File: src/rtl/eeh_pkg.sv
package eeh_pkg;

  typedef enum logic [2:0] {
    REQ_READ  = 3'd0,
    REQ_WRITE = 3'd1,
    REQ_ERASE = 3'd2,
    REQ_WEN   = 3'd3,
    REQ_WDIS  = 3'd4,
    REQ_ERALL = 3'd5,
    REQ_WRALL = 3'd6,
    REQ_NONE  = 3'd7
  } req_op_e;

  typedef enum logic [1:0] {
    ST_IDLE  = 2'd0,
    ST_SHIFT = 2'd1,
    ST_GAP   = 2'd2,
    ST_POLL  = 2'd3
  } seq_state_e;

  localparam logic [1:0] WIRE_READ  = 2'b10;
  localparam logic [1:0] WIRE_WRITE = 2'b01;
  localparam logic [1:0] WIRE_ERASE = 2'b11;
  localparam logic [1:0] WIRE_EXT   = 2'b00;

  localparam logic [1:0] EXT_WEN   = 2'b11;
  localparam logic [1:0] EXT_WDIS  = 2'b00;
  localparam logic [1:0] EXT_ERALL = 2'b10;
  localparam logic [1:0] EXT_WRALL = 2'b01;

endpackage

File: src/rtl/eeh_frame_build.sv
module eeh_frame_build
  import eeh_pkg::*;
#(
  parameter int AW = 6,
  parameter int DW = 16,
  localparam int FW = 3 + AW + DW,
  localparam int CW = $clog2(FW + 1)
) (
  input  req_op_e         op,
  input  logic [AW-1:0]   addr,
  input  logic [DW-1:0]   wdata,
  output logic [FW-1:0]   frame,
  output logic [CW-1:0]   nbits,
  output logic            is_read,
  output logic            needs_poll,
  output logic            legal
);

  localparam int SHORT = 3 + AW;

  logic [1:0]    wire_op;
  logic [AW-1:0] field;
  logic          with_data;

  always_comb begin
    wire_op    = WIRE_EXT;
    field      = addr;
    with_data  = 1'b0;
    is_read    = 1'b0;
    needs_poll = 1'b0;
    legal      = 1'b1;
    unique case (op)
      REQ_READ: begin
        wire_op = WIRE_READ;
        is_read = 1'b1;
      end
      REQ_WRITE: begin
        wire_op    = WIRE_WRITE;
        with_data  = 1'b1;
        needs_poll = 1'b1;
      end
      REQ_ERASE: begin
        wire_op    = WIRE_ERASE;
        needs_poll = 1'b1;
      end
      REQ_WEN:  field = {EXT_WEN, {(AW-2){1'b0}}};
      REQ_WDIS: field = {EXT_WDIS, {(AW-2){1'b0}}};
      REQ_ERALL: begin
        field      = {EXT_ERALL, {(AW-2){1'b0}}};
        needs_poll = 1'b1;
      end
      REQ_WRALL: begin
        field      = {EXT_WRALL, {(AW-2){1'b0}}};
        with_data  = 1'b1;
        needs_poll = 1'b1;
      end
      default: legal = 1'b0;
    endcase
  end

  // Header bits sit at the top so the shifter always sends from the MSB end.
  // A read also clocks a full data phase, with DI held low.
  always_comb begin
    frame = {1'b1, wire_op, field, (with_data ? wdata : {DW{1'b0}})};
    nbits = (with_data || is_read) ? CW'(FW) : CW'(SHORT);
  end

endmodule

File: src/rtl/eeh_tick.sv
module eeh_tick #(
  parameter int W = 6
) (
  input  logic         clk,
  input  logic         rst_n,
  input  logic         clr,
  input  logic         en,
  input  logic [W-1:0] lim,
  output logic         hit
);

  logic [W-1:0] cnt_q, cnt_d;

  always_comb begin
    hit   = en && (cnt_q == lim);
    cnt_d = cnt_q;
    if (clr || hit) cnt_d = '0;
    else if (en)    cnt_d = cnt_q + W'(1);
  end

  always_ff @(posedge clk or negedge rst_n) begin
    if (!rst_n) cnt_q <= '0;
    else        cnt_q <= cnt_d;
  end

endmodule

File: src/rtl/eeh_rx.sv
module eeh_rx #(
  parameter int DW = 16
) (
  input  logic          clk,
  input  logic          rst_n,
  input  logic          shift_en,
  input  logic          din,
  output logic [DW-1:0] data
);

  logic [DW-1:0] sh_q;

  always_ff @(posedge clk or negedge rst_n) begin
    if (!rst_n)        sh_q <= '0;
    else if (shift_en) sh_q <= {sh_q[DW-2:0], din};
  end

  assign data = sh_q;

endmodule

File: src/rtl/ser_eeprom_host.sv
module ser_eeprom_host
  import eeh_pkg::*;
#(
  parameter int AW         = 6,
  parameter int DW         = 16,
  parameter int HALF_CLKS  = 32,
  parameter int CSLOW_CLKS = 32,
  parameter int POLL_LIMIT = 700000
) (
  input  logic          clk,
  input  logic          rst_n,
  input  logic          req_valid_i,
  input  logic [2:0]    req_op_i,
  input  logic [AW-1:0] req_addr_i,
  input  logic [DW-1:0] req_wdata_i,
  output logic          busy_o,
  output logic          done_o,
  output logic          err_o,
  output logic [DW-1:0] rd_data_o,
  output logic          cs_o,
  output logic          sk_o,
  output logic          di_o,
  input  logic          do_i
);

  localparam int FW    = 3 + AW + DW;
  localparam int CW    = $clog2(FW + 1);
  localparam int SHORT = 3 + AW;
  localparam int TMAX  = (HALF_CLKS > CSLOW_CLKS) ? HALF_CLKS : CSLOW_CLKS;
  localparam int TW    = $clog2(TMAX + 1);
  localparam int PW    = $clog2(POLL_LIMIT + 1);

  // Reset: asserts at once, releases on the clock.
  logic [1:0] rst_sync_q;
  logic       rst_s;

  always_ff @(posedge clk or negedge rst_n) begin
    if (!rst_n) rst_sync_q <= 2'b00;
    else        rst_sync_q <= {rst_sync_q[0], 1'b1};
  end
  assign rst_s = rst_sync_q[1];

  // Frame for the request currently offered
  logic [FW-1:0] fb_frame;
  logic [CW-1:0] fb_nbits;
  logic          fb_read, fb_poll, fb_legal;

  eeh_frame_build #(.AW(AW), .DW(DW)) u_frame (
    .op         (req_op_e'(req_op_i)),
    .addr       (req_addr_i),
    .wdata      (req_wdata_i),
    .frame      (fb_frame),
    .nbits      (fb_nbits),
    .is_read    (fb_read),
    .needs_poll (fb_poll),
    .legal      (fb_legal)
  );

  // Sequencer state
  seq_state_e    st_q, st_d;
  logic          ph_q, ph_d;
  logic [CW-1:0] bidx_q, bidx_d;
  logic [FW-1:0] sh_q, sh_d;
  logic [CW-1:0] nbits_q, nbits_d;
  logic          rd_q, rd_d;
  logic          poll_q, poll_d;
  logic          polled_q, polled_d;
  logic          settled_q, settled_d;
  logic [PW-1:0] tmo_q, tmo_d;
  logic          done_q, done_d;
  logic          err_q, err_d;

  logic          tk_clr, tk_en, tk_hit;
  logic [TW-1:0] tk_lim;
  logic          rx_en;

  eeh_tick #(.W(TW)) u_tick (
    .clk   (clk),
    .rst_n (rst_s),
    .clr   (tk_clr),
    .en    (tk_en),
    .lim   (tk_lim),
    .hit   (tk_hit)
  );

  eeh_rx #(.DW(DW)) u_rx (
    .clk      (clk),
    .rst_n    (rst_s),
    .shift_en (rx_en),
    .din      (do_i),
    .data     (rd_data_o)
  );

  // Phase timer: which limit applies, and whether it runs
  always_comb begin
    tk_en  = 1'b0;
    tk_lim = TW'(HALF_CLKS - 1);
    unique case (st_q)
      ST_SHIFT: tk_en = 1'b1;
      ST_GAP: begin
        tk_en  = 1'b1;
        tk_lim = TW'(CSLOW_CLKS - 1);
      end
      ST_POLL: tk_en = !settled_q;
      default: tk_en = 1'b0;
    endcase
  end

  // Next state
  always_comb begin
    st_d      = st_q;
    ph_d      = ph_q;
    bidx_d    = bidx_q;
    sh_d      = sh_q;
    nbits_d   = nbits_q;
    rd_d      = rd_q;
    poll_d    = poll_q;
    polled_d  = polled_q;
    settled_d = settled_q;
    tmo_d     = tmo_q;
    err_d     = err_q;
    done_d    = 1'b0;
    tk_clr    = 1'b0;
    rx_en     = 1'b0;

    unique case (st_q)
      ST_IDLE: begin
        if (req_valid_i && fb_legal) begin
          st_d     = ST_SHIFT;
          ph_d     = 1'b0;
          bidx_d   = '0;
          sh_d     = fb_frame;
          nbits_d  = fb_nbits;
          rd_d     = fb_read;
          poll_d   = fb_poll;
          polled_d = 1'b0;
          err_d    = 1'b0;
          tk_clr   = 1'b1;
        end
      end

      ST_SHIFT: begin
        if (tk_hit) begin
          if (!ph_q) begin
            ph_d = 1'b1;
          end else begin
            // End of the high phase: take DO, then move DI on while SK is low.
            rx_en = rd_q && (bidx_q >= CW'(SHORT));
            ph_d  = 1'b0;
            sh_d  = {sh_q[FW-2:0], 1'b0};
            if (bidx_q == nbits_q - CW'(1)) st_d = ST_GAP;
            else                            bidx_d = bidx_q + CW'(1);
          end
        end
      end

      ST_GAP: begin
        if (tk_hit) begin
          if (poll_q && !polled_q) begin
            st_d      = ST_POLL;
            settled_d = 1'b0;
            tmo_d     = '0;
          end else begin
            st_d   = ST_IDLE;
            done_d = 1'b1;
          end
        end
      end

      ST_POLL: begin
        tmo_d = tmo_q + PW'(1);
        if (tk_hit) settled_d = 1'b1;
        if (settled_q && do_i) begin
          polled_d = 1'b1;
          st_d     = ST_GAP;
          tk_clr   = 1'b1;
        end else if (tmo_q == PW'(POLL_LIMIT - 1)) begin
          err_d    = 1'b1;
          polled_d = 1'b1;
          st_d     = ST_GAP;
          tk_clr   = 1'b1;
        end
      end

      default: st_d = ST_IDLE;
    endcase
  end

  // Registers
  always_ff @(posedge clk or negedge rst_s) begin
    if (!rst_s) begin
      st_q      <= ST_IDLE;
      ph_q      <= 1'b0;
      bidx_q    <= '0;
      sh_q      <= '0;
      nbits_q   <= '0;
      rd_q      <= 1'b0;
      poll_q    <= 1'b0;
      polled_q  <= 1'b0;
      settled_q <= 1'b0;
      tmo_q     <= '0;
      done_q    <= 1'b0;
      err_q     <= 1'b0;
    end else begin
      st_q      <= st_d;
      ph_q      <= ph_d;
      bidx_q    <= bidx_d;
      sh_q      <= sh_d;
      nbits_q   <= nbits_d;
      rd_q      <= rd_d;
      poll_q    <= poll_d;
      polled_q  <= polled_d;
      settled_q <= settled_d;
      tmo_q     <= tmo_d;
      done_q    <= done_d;
      err_q     <= err_d;
    end
  end

  // Outputs, decoded from registers only
  assign cs_o   = (st_q == ST_SHIFT) || (st_q == ST_POLL);
  assign sk_o   = (st_q == ST_SHIFT) && ph_q;
  assign di_o   = (st_q == ST_SHIFT) && sh_q[FW-1];
  assign busy_o = (st_q != ST_IDLE);
  assign done_o = done_q;
  assign err_o  = err_q;

endmodule

File: config.mk
export PLATFORM = sky130hd
export DESIGN_NAME = ser_eeprom_host
export DESIGN_NICKNAME = d
export VERILOG_FILES = /design/src/rtl/eeh_pkg.sv /design/src/rtl/eeh_frame_build.sv /design/src/rtl/eeh_tick.sv /design/src/rtl/eeh_rx.sv /design/src/rtl/ser_eeprom_host.sv
export SDC_FILE = /design/constraint.sdc
export NUM_CORES = 1
export LEC_CHECK = 0
export BUFFER_PORTS_ARGS = -buffer_cell sky130_fd_sc_hd__buf_2
export CORE_MARGIN = 2
export CORE_UTILIZATION = 40
export CTS_CLUSTER_SIZE = 20
export DETAILED_ROUTE_END_ITERATION = 12
export SLEW_MARGIN = 20
export SYNTH_ARGS = -nofsm -noshare
export SYNTH_HDL_FRONTEND = slang
export SYNTH_HIERARCHICAL = 1
export SYNTH_SLANG_ARGS = --single-unit
File: constraint.sdc
create_clock -name clk -period 7.6 [get_ports clk]
set_clock_uncertainty 0.2 [all_clocks]
set_input_delay 0.38 -clock clk [delete_from_list [all_inputs] [get_ports clk]]
set_output_delay 0.38 -clock clk [all_outputs]
set_load 0.01 [all_outputs]
==> flow_summary.yaml, run 1 <==
final_layout:
  area_delta_synth_final_pct: 12.1
  antennaDiodeCount: 0
  fillers: 1173
  finalNonFillerCells: 702
  nets: 569
  drive_above_1_share: 0.219
synth:
  synthesis.area_mm2: 0.00502
  synth_seq_cells: 88
  yosys-top-cells-area: "dfrtp_1 (44%), mux2i_1 (5.6%), o21ai_0 (4.4%)"
  yosys_warnings: 6
  async_reset_ff_frac: 1.00
  synthCells: 487
  synth-edff-count: 0
  ys.flop_type: "dfrtp_1"
  ys_seq_area_frac: 0.439
  synth_top_area_cell: "dfrtp_1"
  synth_top_cell_area_share: 0.439
  synth_area_per_cell_um2: 10.3
  synth_cell_types: 68
timing:
  max_clock_freq_ghz: 0.263
  finalCritPeriodShare: 0.500
  relSlewSlack: 0.408
  setup-tns-final_ns: 0
  maxSlewViolCount: 0
  grt_setup_unrepaired: "false"
  hold_viol: 0
  holdWs_ns: 0.0947
  setup_viol: 0
  min_period_ns: 3.80
  worst_pin_slew_ns: 0.885
cts:
  clock_latency_ns: 0.34
  cts_tree: "done"
  cts.sinks: 88
  cts_buffers: 9
  clk_root_buffer_cell: "clkbuf_16"
  clockBufferDepth: 2
  cts_resized: 0
  h-tree-depth: 3
  clkTransAtPathRegs_ns: 0.07
die:
  core_mm2: 0.0121
  pin_count: 51
  die_y_um: 116
  fp.dieW_um: 116
  rows: 40
  start_util: 0.414
  dieArea_mm2: 0.0135
detailed_routing:
  drc_errors: 0
  vias: 3632
  antenna_left: 0
  totalWireLength_mm: 9.97
  viasPerCell: 5.17
  drtIter0Drc: 243
  wl_per_cell_um: 14.2
  drt_pre_antenna_iters: 4
run:
  maxCapViolCount: 0
setup_path:
  critPathCaptureType: "flop"
  arrival_ns: 3.80
  r2r_end: "tmo_q[17]$_DFFE_PN0P_"
  worstPathRequired_ns: 7.60
  timing.reg2reg.setup_slack_ns: 3.80
  setup.worst_path.start_class: "flop"
  worstReg2RegStart: "st_q[1]$_DFFE_PN0P_"
  critical_path_class: "reg2reg"
  startpoint: "st_q[1]$_DFFE_PN0P_"
  worstRegToRegCells: 9
  critPathMaxFanout: 19
placement:
  hpwl_mm: 6.94
  gp_congestion: 0.768
  portBuffers: 50
  dpl.cell_count: 686
global_routing:
  grt_pass1_wl_mm: 17.2
  antenna_found_initial: 0
  grt.total_usage: 0.161
  grt_pass1_vias: 3628
  grt_max_degree: 57
  grt_overflow: 0
min_path:
  hold_class: "reg2async"
power_and_ir_drop:
  peakVddDrop_v: 0.0000868
  finalPower_mw: 1.19
  p_per_area_mw_per_mm2: 212
  power.leakage_nw: 2.66
status:
  status: "finished, final reports clean"
[cell usage in the layout, fill, tap and decap left out, drive strengths merged, types with 6 or more instances in the layout]
master and n:
mux2i 28, nor3 6, o21ai 45, xor2 13, nor2b 6, o31ai 6
nand3 18, conb 12, or3 6, buf 53, a211oi 7, nand4 9
a21oi 16, ha 10, a21boi 18, nor2 25, nand2 46, mux2 24
xnor2 15, dfrtp 88, clkbuf 11, inv 13
[critical path: stages (launching register included)]
cell	delay, ns
dfrtp_1	0.40
ha_1	0.56
a21oi_1	0.13
nor2_1	0.40
and4_4	0.37
and2_1	0.31
and4b_1	0.33
nor2_1	0.23
nor2_1	0.60
nor2_1	0.12
[layout make-up]
type                    count  area, um^2  area share
clock buffers              11         253      0.0449
clock inverters             4        30.0     0.00534
inverters                  13        48.8     0.00868
multi-input cells         364        2590       0.461
flip-flops and latches     88        2210       0.392
well taps                 168         210      0.0374
repair buffers             54         283      0.0503
[timing repair]
| action | in CTS | in global routing |
|---|---|---|
| endpoints found under the setup margin | 0 | 0 |
| hold endpoints to repair | 2 | 0 |
| buffers inserted | 0 | 0 |
| hold buffers | 1 | 0 |
[Yosys cell counts, types with 3 or more instances]
library cell / n
and3_1: 3
xor2_1: 12
inv_1: 13
buf_4: 6
xnor2_1: 13
nand4_1: 9
mux2_2: 13
o211ai_1: 4
nand2_1: 46
a21boi_0: 7
or3_1: 6
buf_6: 5
a211oi_1: 6
nor2b_1: 6
buf_1: 3
a21o_1: 4
a21boi_2: 10
o31ai_1: 5
o21ai_0: 44
nor4_1: 4
ha_1: 10
buf_2: 11
nor3_1: 5
nor2_1: 25
and2_1: 5
mux2_4: 10
a21oi_1: 16
nand3_1: 18
dfrtp_1: 88
mux2i_1: 28
nor3b_1: 4
clkbuf_1: 3
conb_1: 4
[power by group]
part           internal (mW)  switching (mW)  leakage (nW)  total (mW)
combinational         0.0922           0.104          1.36       0.197
clock                  0.238           0.183         0.138       0.421
sequential             0.520          0.0566          1.16       0.576
total                  0.850           0.344          2.66        1.19
[stage by stage]
stage | utilization | area, um^2 | setup WS (ns)
finish | 0.464 | 5620 | 3.80
global route | 0.464 | 5620 | 3.40
CTS | 0.464 | 5620 | 3.76
detailed placement | 0.440 | 5330 | 3.79
global placement | 0.440 | 5330 | 3.95
floorplan | - | 5050 | 4.54
[routing by layer]
metal  vias to the layer above  share of wire  track usage
met2                        60           0.47        0.269
met4                         0         0.0065       0.0437
met5                         -              0            0
li1                       1804              -            -
met1                      1762           0.48        0.206
met3                         6          0.043       0.0439
[worst max-delay path by stage]
| stage | endpoint | slack (ns) | cells after the start |
|---|---|---|---|
| 2_1_floorplan | tmo_q[16]$_DFFE_PN0P_ | 4.54 | 15 |
| 3_3_place_gp | tmo_q[18]$_DFFE_PN0P_ | 3.95 | 9 |
| 3_5_place_dp | tmo_q[18]$_DFFE_PN0P_ | 3.79 | 9 |
| 4_1_cts | tmo_q[17]$_DFFE_PN0P_ | 3.76 | 9 |
| 5_1_grt | tmo_q[17]$_DFFE_PN0P_ | 3.40 | 9 |
| 6_report | tmo_q[17]$_DFFE_PN0P_ | 3.80 | 9 |
[registers in the layout, indices dropped and copies added, names as in the netlist]
name	flops
bidx_q	5
done_o	1
err_o	1
nbits_q	5
ph_q	1
poll_q	1
polled_q	1
rd_q	1
rst_sync_q	2
settled_q	1
sh_q	25
st_q	2
tmo_q	20
u_rx/data	16
u_tick/cnt_q	6
[kinds of logic after synthesis]
logic type	Yosys count	synth area share
AND/OR/NAND/NOR	148	0.154
AO/OA/AOI/OAI	114	0.156
flip-flops	88	0.439
multiplexers	52	0.117
buffers and inverters	43	0.0504
XOR/XNOR	28	0.0556
adder cells (fa/ha/maj)	10	0.0249
other	4	0.00299
Note: power is estimated with default switching activity, not from simulation.
==> inputs of run 2 (changes only) <==
ABC_AREA = 1   (was default)
clock period = 3.57 ns   (was 7.6 ns; I/O delays follow)
==> run 2 against run 1 <==
Compared with the run above: clock power is 110% higher; sequential share of layout area is 2.6 points lower; flip-flop and latch count stayed put; register-to-register slack worse by 3.4 ns; global-route usage is 0.53 points higher; largest cell class unchanged.
==> flow_summary.yaml, run 2 <==
final_layout:
  final_cell_mix: "nand2_1 (211), nor2_1 (90), dfrtp_1 (87), inv_1 (74), buf_2 (50)"
  area_delta_synth_final_pct: 16.0
  fin_area_mm2: 0.00602
  nets: 813
  largest_register: "sh_q"
  finalNonFillerCells: 949
  drive_above_1_share: 0.167
  final_common_cell: "nand2_1"
  largest_register_ff_count: 25
  fillers: 1275
  fin_util: 0.475
  antennaDiodeCount: 0
cts:
  clockBufferDepth: 2
  clock_latency_ns: 0.34
  cts.sinks: 88
  h-tree-depth: 3
  cts_buffers: 9
  cts_tree: "done"
  clkTransAtPathRegs_ns: 0.06
  clk_root_buffer_cell: "clkbuf_16"
  cts_resized: 0
power_and_ir_drop:
  p_per_area_mw_per_mm2: 648
  pwr-share-clk: 0.230
  swShare: 0.398
  internal-power_mw: 2.35
  p_sw_mw: 1.56
  peakVddDrop_v: 0.000252
  p_comb_frac: 0.378
  power.leakage_nw: 3.00
  seq_power_share: 0.392
setup_path:
  critPathMaxFanout: 16
  critPathCaptureType: "flop"
  setup.worst_path.start_class: "flop"
  worstReg2RegStart: "st_q[0]$_DFFE_PN0P_"
  worstPathRequired_ns: 3.60
  startpoint: "st_q[0]$_DFFE_PN0P_"
  worstRegToRegCells: 16
  worstSetupEndpoint: "tmo_q[12]$_DFFE_PN0P_"
  arrival_ns: 3.22
  r2r_end: "tmo_q[12]$_DFFE_PN0P_"
  worst_path_most_repeated_cell: "nor2_1"
  cpMaxStageDelayCell: "ha_1"
  path_cells: "ha_1 > inv_2 > nor2_1 > nor2_1 > nor2_1 > inv_2 > a21oi_2 > nand3_2 > nor2_1 > inv_1 > nand2_1 > nand2_1 > inv_2 > nand2_1 > inv_1 > nor3_1"
  cp_slowest_stage_delay_ns: 0.41
  critical_path_class: "reg2reg"
  timing.reg2reg.setup_slack_ns: 0.37
global_routing:
  grt_pass1_wl_mm: 19.2
  grt.total_usage: 0.166
  grt_pass1_vias: 4286
  grt_overflow: 0
  antenna_found_initial: 0
  grt_max_degree: 50
timing:
  worst_pin_slew_ns: 0.587
  grt_setup_unrepaired: "false"
  hold_viol: 0
  maxSlewViolCount: 0
  min_period_ns: 3.20
  finalCritPeriodShare: 0.895
  setup_viol: 0
  setup_slack_ns: 0.373
  max_clock_freq_ghz: 0.313
  relSlewSlack: 0.608
  setup-tns-final_ns: 0
placement:
  portBuffers: 50
  hpwl_mm: 7.67
  dpl-instance-area_mm2: 0.00559
  dpl.cell_count: 919
  dp_slack_ns: 0.398
  gp_congestion: 0.915
die:
  start_util: 0.410
  fp.dieW_um: 118
  dieArea_mm2: 0.0139
  die_y_um: 118
  rows: 41
  pin_count: 51
  core_mm2: 0.0127
synth:
  synth_seq_cells: 88
  synth_area_per_cell_um2: 7.41
  synth_common_cells: "nand2_1 (211), nor2_1 (90), dfrtp_1 (88), inv_1 (74), nand3_1 (37)"
  yosys_warnings: 6
  synthCells: 701
  synth-edff-count: 0
  synthesis.area_mm2: 0.00519
  ys.flop_type: "dfrtp_1"
  yosysMostFrequentCell: "nand2_1"
  async_reset_ff_frac: 1.00
  ys_seq_area_frac: 0.424
  synth_cell_types: 37
  synth_top_area_cell: "dfrtp_1"
  synth_top_cell_area_share: 0.424
  yosys-top-cells-area: "dfrtp_1 (42%), nand2_1 (15%), nor2_1 (6.5%)"
detailed_routing:
  wl_per_cell_um: 11.5
  totalWireLength_mm: 10.9
  drtIter0Drc: 268
  antenna_left: 0
  drt_pre_antenna_iters: 4
  drc_errors: 0
  vias: 4510
  viasPerCell: 4.75
min_path:
  hold_class: "in2reg"
run:
  maxCapViolCount: 0
status:
  status: "finished, final reports clean"
## run 2: changes by cell type in the layout (fill, tap and decap cells not counted), moves of 22 or more
cell     before  now
inv_1        13   74
nand2_1      46  211
nand2_2       0   22
mux2i_1      28    0
a31oi_1       2   26
nor2_1       25   90
## run 2: cells by family after synthesis
kind of cell	after synthesis	share of synthesized area
flip-flops	88	0.424
other	4	0.00289
AO/OA/AOI/OAI	75	0.0851
adder cells (fa/ha/maj)	10	0.0241
buffers and inverters	110	0.101
AND/OR/NAND/NOR	406	0.349
XOR/XNOR	8	0.0135
## run 2: how the worst min path moves through the flow
stage / from / to / slack [ns] / depth (start not counted)
floorplan: rst_n / rst_sync_q[0]$_DFF_PN0_ / -0.32 / 0
global placement: rst_n / rst_sync_q[0]$_DFF_PN0_ / -0.24 / 1
detailed placement: rst_n / rst_sync_q[0]$_DFF_PN0_ / -0.23 / 1
CTS: req_wdata_i[8] / sh_q[8]$_DFFE_PN0P_ / 0.0008 / 5
global route: req_addr_i[4] / sh_q[20]$_DFFE_PN0P_ / 0.03 / 5
finish: req_wdata_i[8] / sh_q[8]$_DFFE_PN0P_ / 0.004 / 5
## run 2: per-layer routing
layer / routed length, um / track usage / up-vias
li1: - / - / 2321
met1: 5250 / 0.217 / 2086
met2: 4990 / 0.274 / 90
met3: 473 / 0.0373 / 13
met4: 163 / 0.0535 / 0
met5: 0 / 0 / -
## run 2: cell type report
type / instances / area, um^2 / area share
Timing Repair Buffer: 74 / 483 / 0.0802
Sequential cell: 88 / 2210 / 0.366
Clock buffer: 14 / 274 / 0.0455
Multi-Input combinational cell: 517 / 2520 / 0.419
Inverter: 84 / 323 / 0.0536
Tap cell: 172 / 215 / 0.0357
## run 2: power groups by stage
stage	registers, mW	clock network, mW	logic, mW
6_report	1.53	0.898	1.48
5_1_grt	1.58	0.973	1.70
4_1_cts	1.53	0.920	1.49
3_5_place_dp	1.55	0	1.47
3_3_place_gp	1.54	0	1.44
2_1_floorplan	1.49	0	1.20
## run 2: timing repair
item	CTS	global route
endpoints found under the hold margin	15	0
setup buffers	0	0
hold buffers	16	0
## run 2: worst max-delay path: cells and delay by family (launching register included)
family	cells	cell delay, ns
flip-flops	1	0.40
AND/OR/NAND/NOR	9	1.22
buffers and inverters	5	0.71
AO/OA/AOI/OAI	1	0.12
adder cells (fa/ha/maj)	1	0.41
## run 2: stage by stage
stage | total power [mW] | hold WS (ns)
after floorplan | 2.69 | -0.317
after CTS | 3.94 | 0.000819
after detailed placement | 3.02 | -0.234
final | 3.91 | 0.00399
after global routing | 4.25 | 0.0254
after global placement | 2.98 | -0.236
==> inputs of run 3 (changes only) <==
CORE_ASPECT_RATIO = 0.6   (was default)
CORE_MARGIN = default   (was 2)
==> run 3 against run 2 <==
Compared with the run above: fmax decreased by 0.28%; cell count decreased by 0.74%; total power increased by 2.9%; clock power increased by 11%; count of clock-buffer cells in the layout decreased by 1; sequential power about the same; worst setup slack got worse by 0.0090 ns; flip-flop and latch count unchanged; non-clock buffer count decreased by 2; hold slack improved by 0.0056 ns; design area about the same; critical endpoint is now st_q[0]$_DFFE_PN0P_.
==> flow_summary.yaml, run 3 (synthesized netlist as in run 2, its figures left out) <==
status:
  status: "finished, final reports clean"
placement:
  hpwl_mm: 8.26
  portBuffers: 50
  dpl.cell_count: 913
  dpl-instance-area_mm2: 0.00559
  gp_congestion: 0.930
cts:
  cts_resized: 0
  cts_tree: "done"
  clk_root_buffer_cell: "clkbuf_16"
  clkTransAtPathRegs_ns: 0.07
  cts_buffers: 9
  h-tree-depth: 3
  clock_latency_ns: 0.34
  clockBufferDepth: 2
  cts_setup_buffers: 0
  cts.sinks: 88
final_layout:
  area_delta_synth_final_pct: 16.1
  finalNonFillerCells: 942
  fin_util: 0.489
  multiInputGateArea_mm2: 0.00252
  final_cell_mix: "nand2_1 (211), nor2_1 (90), dfrtp_1 (87), inv_1 (74), buf_2 (50)"
  fillers: 1231
  nets: 811
  final_common_cell: "nand2_1"
  antennaDiodeCount: 0
  largest_register: "sh_q"
  drive_above_1_share: 0.169
  fin_area_mm2: 0.00603
  register_area_mm2: 0.00221
  largest_register_ff_count: 25
power_and_ir_drop:
  finalPower_mw: 4.02
  p_per_area_mw_per_mm2: 667
  power.leakage_nw: 3.00
  peakVddDrop_v: 0.000314
die:
  die_y_um: 90.2
  rows: 31
  pin_count: 51
  dieArea_mm2: 0.0135
  start_util: 0.421
  fp.dieW_um: 149
  core_mm2: 0.0123
timing:
  hold_viol: 0
  worst_pin_slew_ns: 0.606
  setup_viol: 0
  maxSlewViolCount: 0
  min_period_ns: 3.21
  finalCritPeriodShare: 0.898
  grt_setup_unrepaired: "false"
  max_clock_freq_ghz: 0.312
  setup-tns-final_ns: 0
  relSlewSlack: 0.596
detailed_routing:
  vias: 4504
  drt_pre_antenna_iters: 5
  drc_errors: 0
  wl_per_cell_um: 12.1
  antenna_left: 0
  drtIter0Drc: 321
  viasPerCell: 4.78
  totalWireLength_mm: 11.4
run:
  maxCapViolCount: 0
setup_path:
  worstPathRequired_ns: 3.59
  critPathMaxFanout: 11
  arrival_ns: 3.22
  critPathCaptureType: "flop"
  worstReg2RegStart: "st_q[0]$_DFFE_PN0P_"
  critical_path_class: "reg2reg"
  setup.worst_path.start_class: "flop"
  startpoint: "st_q[0]$_DFFE_PN0P_"
global_routing:
  grt_pass1_vias: 3908
  grt_overflow: 0
  antenna_found_initial: 0
  grt_pass1_wl_mm: 19.5
  grt.total_usage: 0.181
  grt_max_degree: 50
min_path:
  hold_class: "in2reg"
  hold_path_startpoint: "req_wdata_i[8]"
[run 3: changes by cell type in the layout (fill, tap and decap cells not counted), sizes merged]
cell / delta
buf: +1
bufinv: +2
clkbuf: -1
clkinvlp: +1
dlygate4sd3: -3
[run 3: where the power goes]
group,switching [mW],total (mW),internal (mW)
sequential,0.239,1.54,1.30
clock,0.379,0.994,0.615
combinational,0.959,1.49,0.532
total,1.58,4.02,2.44
[run 3: timing repair]
item,4_1_cts,5_1_grt
endpoints found under the setup margin,0,0
endpoints found under the hold margin,13,0
hold buffers,13,0
[run 3: worst paths after layout]
check | slack [ns] | depth (start not counted) | endpoint
max | 0.36 | 15 | st_q[0]$_DFFE_PN0P_
min | 0.01 | 5 | sh_q[8]$_DFFE_PN0P_
max reg2reg | 0.36 | 15 | st_q[0]$_DFFE_PN0P_
min reg2reg | 0.15 | 0 | tmo_q[1]$_DFFE_PN0P_
max in group asynchronous | 2.24 | 1 | bidx_q[2]$_DFFE_PN0P_
min in group asynchronous | 0.15 | 0 | tmo_q[1]$_DFFE_PN0P_
[run 3: metrics by stage]
step                worst slack, ns  hold WS, ns
detailed placement            0.392       -0.234
global route                 0.0438       0.0426
CTS                           0.370      0.00310
floorplan                     0.737       -0.317
global placement              0.541       -0.237
finish                        0.364      0.00961
[run 3: critical path, cell delays in order, from the launching register on]
cell,delay [ns]
dfrtp_1,0.39
ha_1,0.45
inv_2,0.19
nor2_1,0.13
nor2_1,0.05
nor2_1,0.33
inv_2,0.08
a21oi_2,0.13
nand3_2,0.11
nor2_1,0.15
buf_4,0.16
o21ai_0,0.10
nor3_1,0.33
nand3_1,0.15
nand2_1,0.08
nand2_1,0.06
[run 3: final cells by class]
class	instances	area share
multi-input combinational	517	0.419
sequential	88	0.366
inverter	84	0.0536
tap	165	0.0343
timing repair buffer	72	0.0764
clock buffer	13	0.0399
clock inverter	3	0.0112
[run 3: layer usage]
layer	part of all wire	wire, um	vias to the layer above	track usage
met3	0.052	592	4	0.0431
li1	-	-	2325	-
met2	0.40	4610	131	0.251
met4	0.0052	59	0	0.0340
met1	0.54	6140	2044	0.282
met5	0	0	-	0
